===== src/rtl/selrst_pkg.sv =====
package selrst_pkg;

    // Select codes that the core's register-access decoder depends on.
    localparam int unsigned SEL_W       = 5;
    localparam int unsigned SEL_PC      = 0;
    localparam int unsigned SEL_FLAGS   = 1;
    localparam int unsigned SEL_DLATCH  = 2;
    localparam int unsigned SEL_ACC     = 3;
    localparam int unsigned SEL_CARRY   = 4;
    localparam int unsigned SEL_STATUS  = 5;
    localparam int unsigned SEL_TIMER   = 6;
    localparam int unsigned SEL_IO_BASE = 8;

    // Flag word layout.
    localparam int unsigned FLG_W       = 7;
    localparam int unsigned FLG_IRQ_EXT = 0;
    localparam int unsigned FLG_IRQ_TMR = 1;
    localparam int unsigned FLG_IRQ_EN  = 2;
    localparam int unsigned FLG_CTRL    = 3;
    localparam int unsigned FLG_INT0    = 4;
    localparam int unsigned FLG_INT1    = 5;
    localparam int unsigned FLG_TMR     = 6;

    localparam logic [FLG_W-1:0] FLG_PRESET =
        FLG_W'((1 << FLG_INT0) | (1 << FLG_INT1) | (1 << FLG_TMR));

endpackage


===== src/rtl/selrst_sync.sv =====
module selrst_sync #(
    parameter int unsigned STAGES = 2
) (
    input  logic clk,
    input  logic rst_raw,
    output logic rst_sync
);
    logic [STAGES-1:0] sync_d, sync_q;

    always_comb begin
        sync_d = {sync_q[STAGES-2:0], 1'b0};
    end

    // Asynchronous assertion, synchronous release.
    always_ff @(posedge clk or posedge rst_raw) begin
        if (rst_raw) sync_q <= '1;
        else         sync_q <= sync_d;
    end

    assign rst_sync = sync_q[STAGES-1];
endmodule


===== src/rtl/selrst_state.sv =====
module selrst_state
    import selrst_pkg::*;
#(
    parameter int unsigned PC_W     = 12,
    parameter int unsigned DW       = 4,
    parameter int unsigned TMR_W    = 8,
    parameter int unsigned N_IO     = 11,
    parameter int unsigned N_DL     = 16,
    parameter int unsigned N_STK    = 4,
    parameter int unsigned N_GR     = 4,
    parameter int unsigned RW       = 16,
    parameter logic [N_IO-1:0] IO_PRESET_MASK = 11'b101_1111_1111
) (
    input  logic             clk,
    input  logic             rst_i,
    input  logic             clk_en_i,
    input  logic             wr_en_i,
    input  logic [SEL_W-1:0] wr_sel_i,
    input  logic [RW-1:0]    wr_data_i,
    input  logic [SEL_W-1:0] rd_sel_i,
    output logic [RW-1:0]    rd_data_o,
    input  logic [N_DL-1:0]  pad_i,
    output logic [PC_W-1:0]  pc_o,
    output logic [N_DL-1:0]  dlatch_o,
    output logic [N_DL-1:0]  din_o
);
    localparam int unsigned SEL_STK_BASE = SEL_IO_BASE + N_IO + 1;
    localparam int unsigned SEL_GR_BASE  = SEL_STK_BASE + N_STK;

    typedef struct packed {
        logic [PC_W-1:0]             pc;
        logic [FLG_W-1:0]            flg;
        logic [N_DL-1:0]             dl;
        logic [DW-1:0]               acc;
        logic                        carry;
        logic                        status;
        logic [TMR_W-1:0]            tmr;
        logic [N_IO-1:0][DW-1:0]     io;
        logic [N_STK-1:0][PC_W-1:0]  stk;
        logic [N_GR-1:0][DW-1:0]     gr;
        logic [N_DL-1:0]             din;
    } state_t;

    state_t st_d, st_q;

    // Next-state: pads always sampled, reset presets a subset, core writes otherwise.
    always_comb begin
        st_d     = st_q;
        st_d.din = pad_i;
        if (rst_i) begin
            st_d.pc  = '1;
            st_d.flg = FLG_PRESET;
            st_d.dl  = '1;
            for (int i = 0; i < N_IO; i++) begin
                if (IO_PRESET_MASK[i]) st_d.io[i] = '1;
            end
        end else if (clk_en_i && wr_en_i) begin
            if (wr_sel_i == SEL_W'(SEL_PC))     st_d.pc     = wr_data_i[PC_W-1:0];
            if (wr_sel_i == SEL_W'(SEL_FLAGS))  st_d.flg    = wr_data_i[FLG_W-1:0];
            if (wr_sel_i == SEL_W'(SEL_DLATCH)) st_d.dl     = wr_data_i[N_DL-1:0];
            if (wr_sel_i == SEL_W'(SEL_ACC))    st_d.acc    = wr_data_i[DW-1:0];
            if (wr_sel_i == SEL_W'(SEL_CARRY))  st_d.carry  = wr_data_i[0];
            if (wr_sel_i == SEL_W'(SEL_STATUS)) st_d.status = wr_data_i[0];
            if (wr_sel_i == SEL_W'(SEL_TIMER))  st_d.tmr    = wr_data_i[TMR_W-1:0];
            for (int i = 0; i < N_IO; i++) begin
                if (wr_sel_i == SEL_W'(SEL_IO_BASE + i)) st_d.io[i] = wr_data_i[DW-1:0];
            end
            for (int i = 0; i < N_STK; i++) begin
                if (wr_sel_i == SEL_W'(SEL_STK_BASE + i)) st_d.stk[i] = wr_data_i[PC_W-1:0];
            end
            for (int i = 0; i < N_GR; i++) begin
                if (wr_sel_i == SEL_W'(SEL_GR_BASE + i)) st_d.gr[i] = wr_data_i[DW-1:0];
            end
        end
    end

    // No reset on purpose: only the preset subset above is initialised.
    always_ff @(posedge clk) begin
        st_q <= st_d;
    end

    always_comb begin
        rd_data_o = '0;
        if (rd_sel_i == SEL_W'(SEL_PC))     rd_data_o = RW'(st_q.pc);
        if (rd_sel_i == SEL_W'(SEL_FLAGS))  rd_data_o = RW'(st_q.flg);
        if (rd_sel_i == SEL_W'(SEL_DLATCH)) rd_data_o = RW'(st_q.dl);
        if (rd_sel_i == SEL_W'(SEL_ACC))    rd_data_o = RW'(st_q.acc);
        if (rd_sel_i == SEL_W'(SEL_CARRY))  rd_data_o = RW'(st_q.carry);
        if (rd_sel_i == SEL_W'(SEL_STATUS)) rd_data_o = RW'(st_q.status);
        if (rd_sel_i == SEL_W'(SEL_TIMER))  rd_data_o = RW'(st_q.tmr);
        for (int i = 0; i < N_IO; i++) begin
            if (rd_sel_i == SEL_W'(SEL_IO_BASE + i)) rd_data_o = RW'(st_q.io[i]);
        end
        for (int i = 0; i < N_STK; i++) begin
            if (rd_sel_i == SEL_W'(SEL_STK_BASE + i)) rd_data_o = RW'(st_q.stk[i]);
        end
        for (int i = 0; i < N_GR; i++) begin
            if (rd_sel_i == SEL_W'(SEL_GR_BASE + i)) rd_data_o = RW'(st_q.gr[i]);
        end
    end

    assign pc_o     = st_q.pc;
    assign dlatch_o = st_q.dl;
    assign din_o    = st_q.din;
endmodule


===== src/rtl/selrst_out_stage.sv =====
module selrst_out_stage #(
    parameter int unsigned N_DL     = 16,
    parameter bit          HOLD_OUT = 1'b1
) (
    input  logic            halted_i,
    input  logic [N_DL-1:0] latch_i,
    output logic [N_DL-1:0] pad_o
);
    generate
        if (HOLD_OUT) begin : g_hold
            assign pad_o = latch_i;
        end else begin : g_release
            logic [N_DL-1:0] out_d;
            always_comb begin
                out_d = latch_i;
                if (halted_i) out_d = '1;
            end
            assign pad_o = out_d;
        end
    endgenerate
endmodule


===== src/rtl/selrst_halt_ctrl.sv =====
module selrst_halt_ctrl
    import selrst_pkg::*;
#(
    parameter bit          POR_EN   = 1'b1,
    parameter bit          HOLD_OUT = 1'b1,
    parameter int unsigned SYNC_STAGES = 2,
    parameter int unsigned PC_W     = 12,
    parameter int unsigned DW       = 4,
    parameter int unsigned TMR_W    = 8,
    parameter int unsigned N_IO     = 11,
    parameter int unsigned N_DL     = 16,
    parameter int unsigned N_STK    = 4,
    parameter int unsigned N_GR     = 4,
    parameter int unsigned RW       = 16
) (
    input  logic             clk,
    input  logic             ext_rst,
    input  logic             por_req,
    input  logic             halt_n,
    input  logic             wr_en,
    input  logic [SEL_W-1:0] wr_sel,
    input  logic [RW-1:0]    wr_data,
    input  logic [SEL_W-1:0] rd_sel,
    output logic [RW-1:0]    rd_data,
    input  logic [N_DL-1:0]  pad_in,
    output logic             core_clk_en,
    output logic [PC_W-1:0]  pc_o,
    output logic [N_DL-1:0]  dlatch_o,
    output logic [N_DL-1:0]  din_o
);
    logic rst_raw;
    logic rst_sync;
    logic [N_DL-1:0] latch_q;

    generate
        if (POR_EN) begin : g_por
            assign rst_raw = ext_rst | por_req;
        end else begin : g_no_por
            logic por_unused;
            assign por_unused = por_req;
            assign rst_raw    = ext_rst;
        end
    endgenerate

    selrst_sync #(.STAGES(SYNC_STAGES)) u_sync (
        .clk      (clk),
        .rst_raw  (rst_raw),
        .rst_sync (rst_sync)
    );

    // Reset wins over halt; either one keeps the core frozen.
    assign core_clk_en = halt_n & ~rst_sync;

    selrst_state #(
        .PC_W (PC_W), .DW (DW), .TMR_W (TMR_W), .N_IO (N_IO),
        .N_DL (N_DL), .N_STK (N_STK), .N_GR (N_GR), .RW (RW)
    ) u_state (
        .clk       (clk),
        .rst_i     (rst_sync),
        .clk_en_i  (core_clk_en),
        .wr_en_i   (wr_en),
        .wr_sel_i  (wr_sel),
        .wr_data_i (wr_data),
        .rd_sel_i  (rd_sel),
        .rd_data_o (rd_data),
        .pad_i     (pad_in),
        .pc_o      (pc_o),
        .dlatch_o  (latch_q),
        .din_o     (din_o)
    );

    selrst_out_stage #(.N_DL(N_DL), .HOLD_OUT(HOLD_OUT)) u_out (
        .halted_i (~halt_n),
        .latch_i  (latch_q),
        .pad_o    (dlatch_o)
    );
endmodule


===== config.mk =====
export PLATFORM = sky130hd
export DESIGN_NAME = selrst_halt_ctrl
export DESIGN_NICKNAME = d
export VERILOG_FILES = /design/src/rtl/selrst_pkg.sv /design/src/rtl/selrst_sync.sv /design/src/rtl/selrst_state.sv /design/src/rtl/selrst_out_stage.sv /design/src/rtl/selrst_halt_ctrl.sv
export SDC_FILE = /design/constraint.sdc
export NUM_CORES = 1
export LEC_CHECK = 0
export BUFFER_PORTS_ARGS = -buffer_cell sky130_fd_sc_hd__buf_2
export CORE_MARGIN = 2
export CORE_UTILIZATION = 57
export CTS_CLUSTER_DIAMETER = 50
export DETAILED_ROUTE_END_ITERATION = 7
export PLACE_DENSITY = 0.83
export SLEW_MARGIN = 30
export SYNTH_ARGS = -nofsm -noshare
export SYNTH_HDL_FRONTEND = slang
export SYNTH_SLANG_ARGS = --single-unit

===== constraint.sdc =====
create_clock -name clk -period 2.9 [get_ports clk]
set_clock_uncertainty 0.05 [all_clocks]
set_input_delay 0.29 -clock clk [delete_from_list [all_inputs] [get_ports clk]]
set_output_delay 0.29 -clock clk [all_outputs]
set_load 0.02 [all_outputs]

==> key figures, run 1 <==
Die
  – # IOs: 108
  – Effective utilization at floorplan: 58.4%
  – Core region area: 13900 µm²
  – Die area: 15200 µm²
  – Die X-Extent: 123 µm
  – Die outline height: around 120 µm
  – FP Rows: 43

Power and ir drop
  – Total power density per cell area: ~580 nW/µm²
  – Max rail drop VDD: 0.432 mV
  – Leak: 3.60 nW

Detailed routing
  – Average vias per placed instance: just over 6
  – Total via count after detailed routing: between 6000 and 7000
  – DRC violations left: 0
  – DRT antenna net count: 0
  – Total Routed Length: about 21000 µm
  – Number of iterations in the first detailed-routing pass: 5
  – Average detailed-routed wire length per instance: 20.2 µm
  – Initial drt markers: 808

Setup path
  – Worst Path Max Fanout: 27
  – Kind of end point of the critical path: output pin
  – CP Launch Type: input port
  – Kind of critical path: in -> out
  – Critical Path AT: 2210 ps
  – Critical Path RT: around 2600 ps

Layout
  – Final net count: approximately 900
  – Fill count: 1035
  – Syn-to-layout area delta: 14.7%
  – Leading cell type in the layout, fill and taps excluded: sky130_fd_sc_hd__buf_2
  – Final cell count without fillers: 1045
  – Layout cell share with drive strength beyond 1: 22.8%
  – Antenna Cells: 0
  – Leading cell types in the layout, fill and taps excluded: sky130_fd_sc_hd__buf_2, sky130_fd_sc_hd__nand2_1, sky130_fd_sc_hd__dfxtp_1, sky130_fd_sc_hd__edfxtp_1, sky130_fd_sc_hd__nor2_1

Yosys
  – Seq/Total Area, Yosys: 53.3%
  – Synthesized area: 8140 µm²
  – FFs w/ async S/R, synth: between 1 and 1.5%
  – Post-synthesis register bit count: 175
  – Syn avg cell area: about 10 µm²
  – Number of different library cells in the post-synthesis netlist: 73
  – Most common flop cell mapped by yosys: sky130_fd_sc_hd__dfxtp_1
  – Count of mapped cells out of synthesis: 777
  – Nets in the synthesized netlist: 824
  – EDFF count, synth: 82
  – Number of synthesis warnings: 0

Global routing
  – Pin count of the biggest net entering global routing: 40
  – Wire length of the first global-routing pass: approximately 33000 µm
  – Via count of the first global-routing pass: about 6000
  – Overflow after GRT: 0
  – Aggregate global-route resource usage: between 20 and 30%
  – Antenna violations before repair: 0

Place
  – Dpl hpwl: about 14000 µm
  – Number of cells after detailed placement: ~1000
  – Quantity of I/O buffers inserted on ports: 107
  – Final estimated routing congestion in global placement: 0.939

Timing
  – Crit path time final: roughly 2500 ps
  – Total count of hold-check failures in the final report: 0
  – RSZ-0062 raised after global routing: no
  – Top achievable clock speed: 393 MHz
  – Share of the clock period used by the worst path: 87.8%
  – Pins Over Slew Limit: 0
  – Setup violation total in the final timing report: 0
  – Sum of negative setup slack: 0 ps
  – Worst slew pin tran: 734 ps
  – Tightest slew margin relative to the limit: 50.9%

Clocking
  – TritonCTS Sinks: 175
  – Clock insertion delay at the later pin of the skew report: 430 ps
  – H-Tree Level Count: 4
  – Clk Tree Root Cell: sky130_fd_sc_hd__clkbuf_16
  – Clock transition at the registers of the reported paths: 70 ps
  – Total CTS buffers: 17
  – Max clock buf depth: 2
  – Clock tree from TritonCTS: yes

Worst hold path
  – Kind of path behind the tightest hold check: in -> reg

Run
  – Max-cap viol count: 0

Run status
  – Status: finished clean
-- sequential cells by signal (all words and copies together) (netlist names) --
signal            flops
u_state.din_o        16
u_state.dlatch_o     16
u_state.st_q        129
u_state.pc_o         12
u_sync.sync_q         2
-- layer usage --
| metal | vias to the layer above | part of all wire (%) | routed length (µm) | global-route usage [%] |
|---|---|---|---|---|
| met5 | - | 0 | 0 | 0 |
| met4 | 0 | 1.8 | 390 | 10.2 |
| met3 | 34 | 8.8 | 1850 | 6.87 |
| met2 | 313 | 48 | 10100 | 45.3 |
| met1 | 3098 | 42 | 8790 | 39.2 |
| li1 | 2943 | - | - | - |
-- cell usage after synthesis, drive strengths merged, types with 2 or more instances --
cell	instances	area share [%]
mux4	5	1.4
nor2b	32	2.5
nor3	16	1.2
nor4	3	0.42
inv	9	0.42
mux2	7	0.97
a2bb2oi	3	0.32
nand2	93	4.3
and3b	3	0.32
a31o	3	0.32
a31oi	8	0.62
a211oi	6	0.62
a2111oi	2	0.29
nor2	46	2.1
nand3	29	1.8
a21o	2	0.18
nand3b	38	3.5
dfstp	2	0.65
o221ai	4	0.43
edfxtp	82	30
o32ai	3	0.32
a21oi	22	1.4
o211ai	4	0.37
a21boi	3	0.28
buf	74	6.2
nand4bb	2	0.28
a22oi	7	0.65
clkbuf	26	1.2
o22ai	14	1.1
nand2b	18	1.4
a211o	34	3.7
mux2i	22	2.7
or3b	4	0.49
and3	5	0.38
o32a	2	0.25
nor3b	7	0.71
o21ai	24	1.5
dfxtp	91	22
or3	2	0.15
-- power breakdown --
part	switching, mW	internal, mW
logic	0.283	0.171
registers	0.00741	2.60
clock network	1.07	1.26
total	1.36	4.03
-- through the flow --
| step | util, % | setup slack [ps] | power [mW] | hold slack (ps) | area, µm² |
|---|---|---|---|---|---|
| CTS | 67.0 | 378 | 5.41 | 2.86 | 9330 |
| detailed placement | 61.3 | 383 | 3.09 | 297 | 8540 |
| global placement | 61.3 | 399 | 3.09 | 296 | 8540 |
| finish | 67.0 | 354 | 5.39 | 13.0 | 9330 |
| floorplan | - | 703 | 2.95 | 223 | 8140 |
| global route | 67.0 | 195 | 5.55 | 18.6 | 9330 |
-- worst paths after layout --
kind / startpoint / to / slack (ps) / cells past startpoint
max: rd_sel[2] / rd_data[3] / 350 / 7
min: wr_data[12] / u_state.dlatch_o[12] / 10 / 3
max reg2reg: u_sync.sync_q[1] / u_state.pc_o[1] / 760 / 4
min reg2reg: u_sync.sync_q[0] / u_sync.sync_q[1] / 310 / 0
max in group asynchronous: ext_rst / u_sync.sync_q[1] / 1810 / 4
min in group asynchronous: por_req / u_sync.sync_q[0] / 430 / 3
-- area by class of cell --
class / count / area (µm²) / area share (%)
multi-input cells: 493 / 3170 / 34.0
flip-flops and latches: 175 / 4340 / 46.5
well taps: 180 / 225 / 2.41
inverters: 9 / 33.8 / 0.362
repair buffers: 156 / 951 / 10.2
clock inverters: 14 / 178 / 1.90
clock buffers: 18 / 439 / 4.71
-- what timing repair did --
item / CTS / global route
hold buffers: 18 / 0
buffers inserted: 0 / 0
gates resized for setup: 0 / 0
setup endpoints to repair: 0 / 0
hold endpoints to repair: 18 / 0
-- kinds of logic (layout without fill, tap and decap cells) --
| kind of cell | count (synthesis) | after routing | share of synthesized area (%) |
|---|---|---|---|
| simple gates | 305 | 305 | 20.3 |
| flops | 175 | 175 | 53.3 |
| compound gates | 153 | 153 | 13.5 |
| buf+inv | 109 | 197 | 7.80 |
| mux | 34 | 34 | 5.06 |
| other cells | 1 | 1 | 0.0461 |
-- critical path: stages --
cell                        delay (ps)
sky130_fd_sc_hd__buf_2             400
sky130_fd_sc_hd__or3b_4            460
sky130_fd_sc_hd__a211oi_2          240
sky130_fd_sc_hd__o22ai_1           150
sky130_fd_sc_hd__a2111oi_2         380
sky130_fd_sc_hd__nor3_1            110
sky130_fd_sc_hd__buf_2             170
Note: power is estimated with default switching activity, not from simulation.
==> run 2, diff against run 1 <==
Settings changed: RECOVER_POWER set to 100.
==> run 2 against run 1 <==
Routed wire length rose by 0.22%. Final cell count did not move. Maximum frequency is 6.2% lower. Clock power barely moved. Die area stayed put. Total power fell by 0.22%.
==> key figures, run 2 (synthesis results as in run 1) <==
Global routing
  – Wire length of the first global-routing pass: 32700 µm (unchanged)
  – Antenna violations before repair: 0 (unchanged)
  – Pin count of the biggest net entering global routing: 40 (unchanged)
  – Overflow after GRT: 0 (unchanged)
  – Via count of the first global-routing pass: 5988 (unchanged)
  – Aggregate global-route resource usage: 28.8% (unchanged)

Clocking
  – Post-cts resize count: 0 (unchanged)
  – Clock tree from TritonCTS: yes (unchanged)
  – Number of buffers added for setup after CTS: 0 (unchanged)
  – H-Tree Level Count: 4 (unchanged)
  – Clk Tree Root Cell: sky130_fd_sc_hd__clkbuf_16 (unchanged)
  – Max clock buf depth: 2 (unchanged)
  – Total CTS buffers: 17 (unchanged)
  – TritonCTS Sinks: 175 (unchanged)
  – Number of hold-repair buffers added at the cts stage: 18 (unchanged)
  – Clock transition at the registers of the reported paths: 70 ps (about the same)
  – Clock insertion delay at the later pin of the skew report: 430 ps (about the same)

Die
  – Effective utilization at floorplan: 58.4% (unchanged)
  – Die outline height: 123 µm (unchanged)
  – Die X-Extent: 123 µm (unchanged)
  – # IOs: 108 (unchanged)
  – FP Rows: 43 (unchanged)
  – Core region area: 13900 µm² (unchanged)
  – Die area: 15200 µm² (unchanged)

Setup path
  – Internal reg-to-reg setup slack: 500 ps (was 760 ps)
  – Largest stage delay, worst path: 450 ps (was 460 ps)
  – Worst-path cell with the longest stage delay: sky130_fd_sc_hd__clkbuf_1 (was sky130_fd_sc_hd__or3b_4)
  – Kind of critical path: in -> out (unchanged)
  – Kind of end point of the critical path: output pin (unchanged)
  – Worst path cell trace: buf_2 -> clkbuf_1 -> clkbuf_1 -> nor3_1 -> a211oi_1 -> o31ai_1 -> o211ai_1 -> clkbuf_2 (was buf_2 -> or3b_4 -> a211oi_2 -> o22ai_1 -> a2111oi_2 -> nor3_1 -> buf_2)
  – CP Launch Type: input port (unchanged)
  – CP bufs+invs: 4 (was 2)
  – Critical Path AT: 2380 ps (was 2210 ps)
  – Critical Path RT: 2560 ps (about the same)
  – Crit-path leading delay family: buffers and inverters (was compound AO/OA/AOI/OAI gates)
  – Worst Path Max Fanout: 15 (was 27)
  – Most frequent cell on the critical path: sky130_fd_sc_hd__clkbuf_1 (was sky130_fd_sc_hd__buf_2)

Timing
  – Worst slew pin tran: 1290 ps (was 734 ps)
  – Total count of hold-check failures in the final report: 0 (unchanged)
  – Tightest slew margin relative to the limit: 13.8% (was 50.9%)
  – Sum of negative setup slack: 0 ps (unchanged)
  – Worst Setup Slack, final: 184 ps (was 354 ps)
  – RSZ-0062 raised after global routing: no (unchanged)
  – Share of the clock period used by the worst path: 93.6% (was 87.8%)
  – Crit path time final: 2720 ps (was 2550 ps)
  – Top achievable clock speed: 368 MHz (was 393 MHz)
  – Pins Over Slew Limit: 0 (unchanged)
  – Setup violation total in the final timing report: 0 (unchanged)
  – Hold Worst Slack: 18.9 ps (was 13.0 ps)

Detailed routing
  – Number of iterations in the first detailed-routing pass: 5 (unchanged)
  – Total Routed Length: 21200 µm (was 21100 µm)
  – DRC violations left: 0 (unchanged)
  – Total via count after detailed routing: 6363 (was 6388)
  – DRT antenna net count: 0 (unchanged)
  – Routed metal-1 wirelength: 8850 µm (was 8790 µm)
  – Initial drt markers: 729 (was 808)
  – Met3 WL: 1860 µm (was 1850 µm)
  – Top Layer Used: met4 (unchanged)
  – Average vias per placed instance: 6.09 (was 6.11)
  – Met2 wire len: 10100 µm (about the same)
  – Average detailed-routed wire length per instance: 20.3 µm (was 20.2 µm)

Layout
  – Leading cell types in the layout, fill and taps excluded: sky130_fd_sc_hd__nand2_1, sky130_fd_sc_hd__dfxtp_1, sky130_fd_sc_hd__edfxtp_1, sky130_fd_sc_hd__clkbuf_1, sky130_fd_sc_hd__nor2_1 (was sky130_fd_sc_hd__buf_2, sky130_fd_sc_hd__nand2_1, sky130_fd_sc_hd__dfxtp_1, sky130_fd_sc_hd__edfxtp_1, sky130_fd_sc_hd__nor2_1)
  – Leading cell type in the layout, fill and taps excluded: sky130_fd_sc_hd__nand2_1 (was sky130_fd_sc_hd__buf_2)
  – Top register by number of flip-flops: u_state.st_q (unchanged)
  – Syn-to-layout area delta: 13.0% (was 14.7%)
  – Number of flip-flops in the largest register: 129 (unchanged)
  – Layout cell share with drive strength beyond 1: 14.0% (was 22.8%)
  – Final net count: 899 (unchanged)
  – Antenna Cells: 0 (unchanged)

Place
  – Final estimated routing congestion in global placement: 0.939 (unchanged)
  – Worst setup slack after placement: 383 ps (unchanged)
  – Dpl hpwl: 14500 µm (unchanged)
  – Quantity of I/O buffers inserted on ports: 107 (unchanged)

Run
  – Max-cap viol count: 0 (unchanged)

Power and ir drop
  – Leak: 3.42 nW (was 3.60 nW)
  – Total power density per cell area: 585 nW/µm² (was 577 nW/µm²)
  – Max rail drop VDD: 0.427 mV (was 0.432 mV)

Run status
  – Status: finished clean (unchanged)

Worst hold path
  – Kind of path behind the tightest hold check: in -> reg (unchanged)
run 2: worst paths after layout:
path | cells past startpoint | endpoint | start
worst min register to register | 0 | u_sync.sync_q[1] | u_sync.sync_q[0]
max in group asynchronous | 4 | u_sync.sync_q[1] | ext_rst
min in group asynchronous | 3 | u_sync.sync_q[0] | por_req
worst max-delay path | 8 | rd_data[0] | rd_sel[1]
worst max register to register | 5 | u_state.st_q[93] | u_sync.sync_q[1]
worst min-delay path | 3 | u_state.dlatch_o[14] | wr_data[14]
run 2: per-stage QoR:
| step | instances | util (%) | total power [mW] | cell area (µm²) |
|---|---|---|---|---|
| after floorplan | 777 | - | 2.95 | 8140 |
| after global placement | 995 | 61.3 | 3.09 | 8540 |
| after detailed placement | 995 | 61.3 | 3.09 | 8540 |
| after CTS | 1045 | 67.0 | 5.41 | 9330 |
| after global routing | 1045 | 66.0 | 5.54 | 9200 |
| final | 1045 | 66.0 | 5.38 | 9200 |
run 2: area by class of cell:
| cell class | count | area, µm² |
|---|---|---|
| multi-input combinational | 493 | 3150 |
| clock inverter | 14 | 178 |
| inverter | 9 | 33.8 |
| tap | 180 | 225 |
| clock buffer | 18 | 439 |
| sequential | 175 | 4340 |
| fill | 1072 | 4740 |
| timing repair buffer | 156 | 832 |
run 2: metal layers:
metal  up-vias  GRT usage, %
met5         -             0
met4         0          10.2
met3        39          6.87
met2       321          45.3
met1      3063          39.2
li1       2940             -
run 2: worst register-to-register path: cells and delay by family, from the launching register on:
kind	cells	cell delay [ps]
AO/OA/AOI/OAI	1	300
flip-flops	1	400
AND/OR/NAND/NOR	4	1550
run 2: power breakdown:
part	switching [mW]	total [mW]	leakage, nW	internal (mW)
sequential	0.00781	2.61	1.50	2.60
clock	1.07	2.33	0.301	1.26
combinational	0.283	0.442	1.62	0.159
